### config.mk
export PLATFORM = sky130hd
export DESIGN_NAME = e2f_pulse_gen
export DESIGN_NICKNAME = d
export VERILOG_FILES = /design/src/rtl/e2f_pkg.sv /design/src/rtl/e2f_ratio_shadow.sv /design/src/rtl/e2f_residue_acc.sv /design/src/rtl/e2f_pulse_shaper.sv /design/src/rtl/e2f_channel.sv /design/src/rtl/e2f_pulse_gen.sv
export SDC_FILE = /design/constraint.sdc
export NUM_CORES = 2
export LEC_CHECK = 0
export ABC_AREA = 1
export CAP_MARGIN = 20
export CORE_MARGIN = 2
export CORE_UTILIZATION = 55
export DETAILED_ROUTE_END_ITERATION = 10
export PLACE_DENSITY = 0.78
export SYNTH_ARGS = -nofsm -noshare
export SYNTH_HDL_FRONTEND = slang
export SYNTH_HIERARCHICAL = 1
export SYNTH_SLANG_ARGS = --single-unit
### constraint.sdc
create_clock -name clk -period 12.8 [get_ports clk]
set_input_delay 2.56 -clock clk [delete_from_list [all_inputs] [get_ports clk]]
set_output_delay 2.56 -clock clk [all_outputs]
set_load 0.05 [all_outputs]
### src/rtl/e2f_pkg.sv
package e2f_pkg;
    parameter int unsigned E2F_CHANNELS  = 2;
    parameter int unsigned E2F_INC_WIDTH = 16;
    parameter int unsigned E2F_RAT_WIDTH = 16;
    parameter int unsigned E2F_PW_CLOCKS = 4;
endpackage

### src/rtl/e2f_ratio_shadow.sv
module e2f_ratio_shadow #(
    parameter int unsigned RW = 16
) (
    input  logic          clk,
    input  logic          rst_n,
    input  logic          wr,
    input  logic [RW-1:0] wr_num,
    input  logic [RW-1:0] wr_den,
    input  logic          apply,
    output logic [RW-1:0] num_act,
    output logic [RW-1:0] den_eff
);
    typedef struct packed {
        logic [RW-1:0] num_a;
        logic [RW-1:0] den_a;
        logic [RW-1:0] num_p;
        logic [RW-1:0] den_p;
        logic          pend;
    } shadow_t;

    shadow_t s_d, s_q;

    always_comb begin
        s_d = s_q;
        if (apply && s_q.pend) begin
            s_d.num_a = s_q.num_p;
            s_d.den_a = s_q.den_p;
            s_d.pend  = 1'b0;
        end
        if (wr) begin
            s_d.num_p = wr_num;
            s_d.den_p = wr_den;
            s_d.pend  = 1'b1;
        end
    end

    always_ff @(posedge clk or negedge rst_n) begin
        if (!rst_n) begin
            s_q       <= '0;
            s_q.den_a <= RW'(1);
        end else begin
            s_q <= s_d;
        end
    end

    assign num_act = s_q.num_a;
    assign den_eff = (s_q.den_a == '0) ? RW'(1) : s_q.den_a;

    // active ratio only moves at a boundary
    a_r5_ratio_held: assert property (@(posedge clk) disable iff (!rst_n)
        !apply |=> ($stable(num_act) && $stable(den_eff)));
endmodule

### src/rtl/e2f_residue_acc.sv
module e2f_residue_acc #(
    parameter int unsigned IW = 16,
    parameter int unsigned RW = 16
) (
    input  logic          clk,
    input  logic          rst_n,
    input  logic          inc_vld,
    input  logic [IW-1:0] inc_amt,
    input  logic [RW-1:0] num,
    input  logic [RW-1:0] den,
    input  logic          ready,
    output logic          fire,
    output logic          boundary
);
    localparam int unsigned PRW = IW + RW;
    localparam int unsigned AW  = PRW + 2;

    typedef struct packed {
        logic [AW-1:0] acc;
    } acc_t;

    acc_t a_d, a_q;
    logic [PRW-1:0] prod;
    logic [AW:0]    sum;
    logic [AW:0]    take;
    logic [AW:0]    rest;

    always_comb begin
        prod     = PRW'(inc_amt) * PRW'(num);
        fire     = ready && (a_q.acc >= AW'(den));
        sum      = (AW+1)'(a_q.acc) + (inc_vld ? (AW+1)'(prod) : '0);
        take     = fire ? (AW+1)'(den) : '0;
        rest     = sum - take;
        a_d      = a_q;
        a_d.acc  = rest[AW] ? '1 : rest[AW-1:0];
        boundary = fire || ((a_q.acc == '0) && !inc_vld);
    end

    always_ff @(posedge clk or negedge rst_n) begin
        if (!rst_n) a_q <= '0;
        else        a_q <= a_d;
    end

    // residue is untouched when nothing arrives and nothing is issued
    a_r2_residue_hold: assert property (@(posedge clk) disable iff (!rst_n)
        (!inc_vld && !fire) |=> $stable(a_q.acc));
endmodule

### src/rtl/e2f_pulse_shaper.sv
module e2f_pulse_shaper #(
    parameter int unsigned PW = 4
) (
    input  logic clk,
    input  logic rst_n,
    input  logic fire,
    input  logic pin_en,
    input  logic flag_clr,
    output logic ready,
    output logic pulse_pin,
    output logic pulse_flag
);
    localparam int unsigned CW = $clog2(PW + 1);

    typedef struct packed {
        logic [CW-1:0] cnt;
        logic          en_cap;
        logic          pin;
        logic          flag;
    } shp_t;

    shp_t p_d, p_q;

    always_comb begin
        p_d = p_q;
        if (fire) begin
            p_d.cnt    = CW'(PW);
            p_d.en_cap = pin_en;
        end else if (p_q.cnt != '0) begin
            p_d.cnt = p_q.cnt - CW'(1);
        end
        p_d.pin  = (p_d.cnt != '0) && p_d.en_cap;
        p_d.flag = fire || (p_q.flag && !flag_clr);
    end

    always_ff @(posedge clk or negedge rst_n) begin
        if (!rst_n) p_q <= '0;
        else        p_q <= p_d;
    end

    assign ready      = (p_q.cnt == '0);
    assign pulse_pin  = p_q.pin;
    assign pulse_flag = p_q.flag;

    // a pulse never starts while the previous one is still high
    a_r4_no_overlap: assert property (@(posedge clk) disable iff (!rst_n)
        fire |-> !p_q.pin);
    // every issued pulse leaves the flag set
    a_r6_flag_on_pulse: assert property (@(posedge clk) disable iff (!rst_n)
        fire |=> pulse_flag);
    // a pulse started with the pin disabled stays off the pin
    a_r7_pin_gated: assert property (@(posedge clk) disable iff (!rst_n)
        (fire && !pin_en) |=> !pulse_pin);
endmodule

### src/rtl/e2f_channel.sv
module e2f_channel #(
    parameter int unsigned IW = 16,
    parameter int unsigned RW = 16,
    parameter int unsigned PW = 4
) (
    input  logic          clk,
    input  logic          rst_n,
    input  logic          inc_vld,
    input  logic [IW-1:0] inc_amt,
    input  logic          cfg_wr,
    input  logic [RW-1:0] cfg_num,
    input  logic [RW-1:0] cfg_den,
    input  logic          pin_en,
    input  logic          flag_clr,
    output logic          pulse_pin,
    output logic          pulse_flag
);
    logic [RW-1:0] num_act;
    logic [RW-1:0] den_eff;
    logic          fire;
    logic          boundary;
    logic          ready;

    e2f_ratio_shadow #(.RW(RW)) u_shadow (
        .clk     (clk),
        .rst_n   (rst_n),
        .wr      (cfg_wr),
        .wr_num  (cfg_num),
        .wr_den  (cfg_den),
        .apply   (boundary),
        .num_act (num_act),
        .den_eff (den_eff)
    );

    e2f_residue_acc #(.IW(IW), .RW(RW)) u_acc (
        .clk      (clk),
        .rst_n    (rst_n),
        .inc_vld  (inc_vld),
        .inc_amt  (inc_amt),
        .num      (num_act),
        .den      (den_eff),
        .ready    (ready),
        .fire     (fire),
        .boundary (boundary)
    );

    e2f_pulse_shaper #(.PW(PW)) u_shaper (
        .clk        (clk),
        .rst_n      (rst_n),
        .fire       (fire),
        .pin_en     (pin_en),
        .flag_clr   (flag_clr),
        .ready      (ready),
        .pulse_pin  (pulse_pin),
        .pulse_flag (pulse_flag)
    );
endmodule

### src/rtl/e2f_pulse_gen.sv
module e2f_pulse_gen
    import e2f_pkg::*;
#(
    parameter int unsigned N_CH = E2F_CHANNELS,
    parameter int unsigned IW   = E2F_INC_WIDTH,
    parameter int unsigned RW   = E2F_RAT_WIDTH,
    parameter int unsigned PW   = E2F_PW_CLOCKS
) (
    input  logic               clk,
    input  logic               rst_n,
    input  logic [N_CH-1:0]    inc_vld,
    input  logic [N_CH*IW-1:0] inc_amt,
    input  logic [N_CH-1:0]    cfg_wr,
    input  logic [RW-1:0]      cfg_num,
    input  logic [RW-1:0]      cfg_den,
    input  logic [N_CH-1:0]    pin_en,
    input  logic [N_CH-1:0]    flag_clr,
    output logic [N_CH-1:0]    pulse_pin,
    output logic [N_CH-1:0]    pulse_flag
);
    for (genvar c = 0; c < N_CH; c++) begin : g_ch
        e2f_channel #(.IW(IW), .RW(RW), .PW(PW)) u_ch (
            .clk        (clk),
            .rst_n      (rst_n),
            .inc_vld    (inc_vld[c]),
            .inc_amt    (inc_amt[c*IW +: IW]),
            .cfg_wr     (cfg_wr[c]),
            .cfg_num    (cfg_num),
            .cfg_den    (cfg_den),
            .pin_en     (pin_en[c]),
            .flag_clr   (flag_clr[c]),
            .pulse_pin  (pulse_pin[c]),
            .pulse_flag (pulse_flag[c])
        );
    end

    // reset leaves all outputs quiet
    a_r1_quiet_after_reset: assert property (@(posedge clk)
        !rst_n |=> (pulse_pin == '0 && pulse_flag == '0));
endmodule

Word-level counts from Yosys, hierarchy flattened
Index checks and enable logic that the tools add are counted.
Widths: inputs -> output; s select.

cells by class
  muxes and demuxes = 18
  multiply operators = 2
  $add $sub $neg = 6
  magnitude comparators = 2
  reductions and logical operators = 30

operators by type and width
  cell                 count
  $add 34x32->35       2
  $sub 35x16->35       2
  $ge 34x16->1         2
  $logic_not 34->1     2
  $mux 34              2
  $mul 16x16->32       2
  $mux 16              4
  $mux 32              2
  $logic_not 16->1     2
  $mux 3               4
  $reduce_bool 3->1    4
  $logic_and 1x1->1    10
  $logic_not 3->1      2
  $mux 1               6
  $sub 3x1->3 const B  2
  $logic_not 1->1      4
  $logic_or 1x1->1     4
  $reduce_bool 2->1    2

storage, ports and cells
  word-level logic and storage cells = 78
  register bits = 210
  input port bits = 74

Logic depth before layout (Yosys ltp)
  depth in word-level cells = 8
  depth in mapped cells = 45
  mapped depth without buffers = 42

Hierarchy
Netlist, hierarchy kept.

by module, submodules not included
  module                                cells each  area an instance (µm²)  instances
  e2f_residue_acc (g_ch[0].u_ch.u_acc)  2110        14224.9                 1
  e2f_residue_acc (g_ch[1].u_ch.u_acc)  2100        14211.1                 1
  e2f_ratio_shadow                      289         2770.2                  2
  e2f_pulse_shaper                      32          287.8                   2

Worst setup path after synthesis
Ideal clock, no wire load.

  path type = input to register
  start point = input inc_amt[0]
  end point = register g_ch[0].u_ch/u_acc/a_q[32] (netlist bit)
  stages = 32
  arrival time = 9.241 ns
  slack = 3.441 ns
  library setup time = 0.117 ns
  buffers on the path = 3
  cell sequence = clkbuf_1 clkbuf_1 nand2_1 fa_1 fa_1 inv_1 fa_1 fa_1 fa_1 inv_1 fa_1 inv_1 ha_1 a21oi_1 a21boi_0 o21ai_0 nand2_1 nand3_1 or2_2 nand3_1 ha_1 inv_1 ha_1 a21oi_1 o21ai_0 a21oi_2 nor2_1 nor2_1 nand3_1 nand2_4 buf_6 nand2_1

RTL lines
  what                  line                   RTL
  from (decl)           e2f_pulse_gen.sv:12    input logic [N_CH*IW-1:0] inc_amt,
  to (signal assigned)  e2f_residue_acc.sv:40  if (!rst_n) a_q <= '0;
  to (signal assigned)  e2f_residue_acc.sv:41  else a_q <= a_d;
  to (decl)             e2f_residue_acc.sv:22  acc_t a_d, a_q;

==> results.md <==
* Status: finished, final reports clean
* Clock buffer depth at 3
* Global route total overflow at 0
* Std cell rows at 91
* Area of the multi-input gates at 23200 um2
* Vias in the first global route at 29.2k
* Die Width at 255 um
* Avg WL per Cell at 15.5 um
* Die area at 64800 um2
* Post-Syn Area at 34600 um2
* CP Capture Type: register
* Clock sinks at 210
* Slew headroom at 0.245
* Clock Latency Late Sink at around 560 ps
* Net Count, Synth at 5698
* Total global-route track usage at 0.279
* Crit Path Class: primary input to register
* Tmin final at between 10000 and 15000 ps
* Max-Cap Viols at 0
* Post-route ant nets at 0
* Met2 WL at 39100 um
* Startpoint types: primary input
* Wire length of the first global-routing pass at 146000 um
* Layout Nets at between 5k and 6k
* Layout Utilization at 0.584
* Die height at about 250 um
* Synth unique cells at 38
* Core box area at 61900 um2
* Seq/Total Area, Yosys at 0.152
* Initial drt markers at 2251
* Post_cts resized at 0
* Max incr delay on CP at 1200 ps
* Type of the most critical hold path: register to register
* Layout cells sized above 1 at 0.0347
* DPL Wire Length at 70000 um
* Max-slew violation count at 0
* Vias per cell at ~5
* RSZ-0062 raised after global routing: false
* Synth Area per Inst at roughly 7 um2
* CTS tree: done
* Syn Inst Count at 4852
* H-tree Lvls at 1
* Drt drc at 0
* Cell taking the most area after synthesis: fa_1
* Final worst-path cycle share at 0.821
* Number of synthesized flops with an enable pin at 0
* Top_reg_cell synth: dfrtp_1
* Final setup viols at 0
* CTS Hold Bufs at 0
* Port Buffers at 77
* Worst endpoint required time at between 10000 and 15000 ps
* M1 wire length at 39000 um
* Delay-heaviest family, CP: adder cells
* GP Congestion at about 0.96
* Diodes inserted at 0
* Critical path peak fanout at 34
* CP dominant cell by count: inv_1
* Most frequent cells in the layout: 1318 x nand2_1, 1290 x inv_1, 420 x fa_1
* Yosys reg bits at 210
* Initial antenna violation count at 1
* Slowest-stage cell, CP: clkdlybuf4s50_1
* Starting utilization of the core area at 0.558
* Setup_tns at 0 ps
* Final WL at 86700 um
* Setup Skew at 13.8 ps
* I/O Pins at 78
* Clk slew on worst S/H paths at about 60 ps
* Metal3 WL at around 7000 um
* Synth top area cells: fa_1 24%, dfrtp_1 15%, nand2_1 14%
* Syn. warnings at 6
* Top cell type's share of synthesized area at 0.243
* CTS root buf: clkbuf_16
* Number of buffers created by CTS at 27
* WP data arrival at 10930 ps
* Peak Freq at about 95 MHz
* Commonest non-fill, non-tap cell in the layout: nand2_1
* Area Growth Syn to Fin at 4.68%
* Final hold violations at 0
* Post-CTS setup buffer count at 0
* Worst-margin pin slew at 1130 ps
* Top Layer Used: met5
* WP buf/inv at 8
* Async SR Flop Fraction at 1.00
* DRT Pass-1 Iters at 6
* Largest net degree at the start of global routing at 76
* FILL cells at 5735
* Via count at 28.7k
* Sequential Area at 5260 um2
-- worst paths after layout --
kind / from / to / slack, ps / depth (start not counted)
setup / recovery: inc_amt[5] / g_ch[0].u_ch/u_acc/a_q[18]$_DFF_PN0_ / 2290 / 33
hold / removal: g_ch[0].u_ch/u_shadow/s_q[33]$_DFFE_PN1P_ / g_ch[0].u_ch/u_shadow/s_q[33]$_DFFE_PN1P_ / 490 / 2
setup reg to reg: g_ch[1].u_ch/u_shadow/num_act[7]$_DFFE_PN0P_ / g_ch[1].u_ch/u_acc/a_q[24]$_DFF_PN0_ / 4650 / 31
hold reg to reg: g_ch[0].u_ch/u_shadow/s_q[33]$_DFFE_PN1P_ / g_ch[0].u_ch/u_shadow/s_q[33]$_DFFE_PN1P_ / 490 / 2
max in group asynchronous: rst_n / g_ch[0].u_ch/u_shadow/s_q[27]$_DFFE_PN0P_ / 9420 / 2
min in group asynchronous: rst_n / g_ch[0].u_ch/u_acc/a_q[33]$_DFF_PN0_ / 1960 / 1
-- layer usage --
layer,global-route usage,vias to the layer above
li1,-,13965
met1,0.405,13671
met2,0.442,970
met3,0.0425,109
met4,0.0612,2
met5,0,-
-- metrics by stage --
stage	cell area, um2	cells	setup WS [ps]	hold WS (ps)
detailed placement	35200	5544	1830	480
finish	36200	5592	2290	490
global placement	35200	5544	1980	474
global route	36200	5592	1840	504
floorplan	34600	4852	3440	453
CTS	36100	5591	2390	490
-- cell usage after synthesis, types with 22 or more instances --
library cell	count
a21oi_1	145
buf_4	41
buf_6	22
clkbuf_1	168
dfrtp_1	208
fa_1	420
ha_1	352
inv_1	1290
nand2_1	1320
nand3_1	154
nand4_1	45
nor2_1	262
nor3_1	32
o21ai_0	169
o21ai_2	46
xnor2_1	40
-- registers in the layout, summed over array words and instances, names as in the netlist --
signal	flops
g_ch.u_ch/u_shaper/pulse_pin	2
g_ch.u_ch/u_shadow/s_q	98
g_ch.u_ch/u_shaper/p_q	8
g_ch.u_ch/u_shadow/num_act	32
g_ch.u_ch/u_acc/a_q	68
g_ch.u_ch/u_shaper/pulse_flag	2
-- final cells by class --
class                   count  area share
inverters                1292       0.134
repair buffers             88      0.0238
multi-input cells        3118       0.643
well taps                 837      0.0290
clock inverters            14     0.00474
flip-flops and latches    210       0.145
clock buffers              33      0.0204
-- cell families after synthesis --
family          share of synthesized area
fa+ha+maj                           0.371
simple gates                        0.220
flops                               0.152
xor+xnor                           0.0114
buf+inv                             0.175
compound gates                     0.0701
-- worst register-to-register path: cells and delay by family (launching register included) --
kind	cells	cell delay, ps
buffers and inverters	7	390
and+or+nand+nor	10	1420
DFF	1	810
adders and majority gates	9	4300
AOI/OAI and AO/OA	5	1090
Power is not shown: default switching activity piles up to over one toggle a cycle in this logic, so the estimate is an artifact.
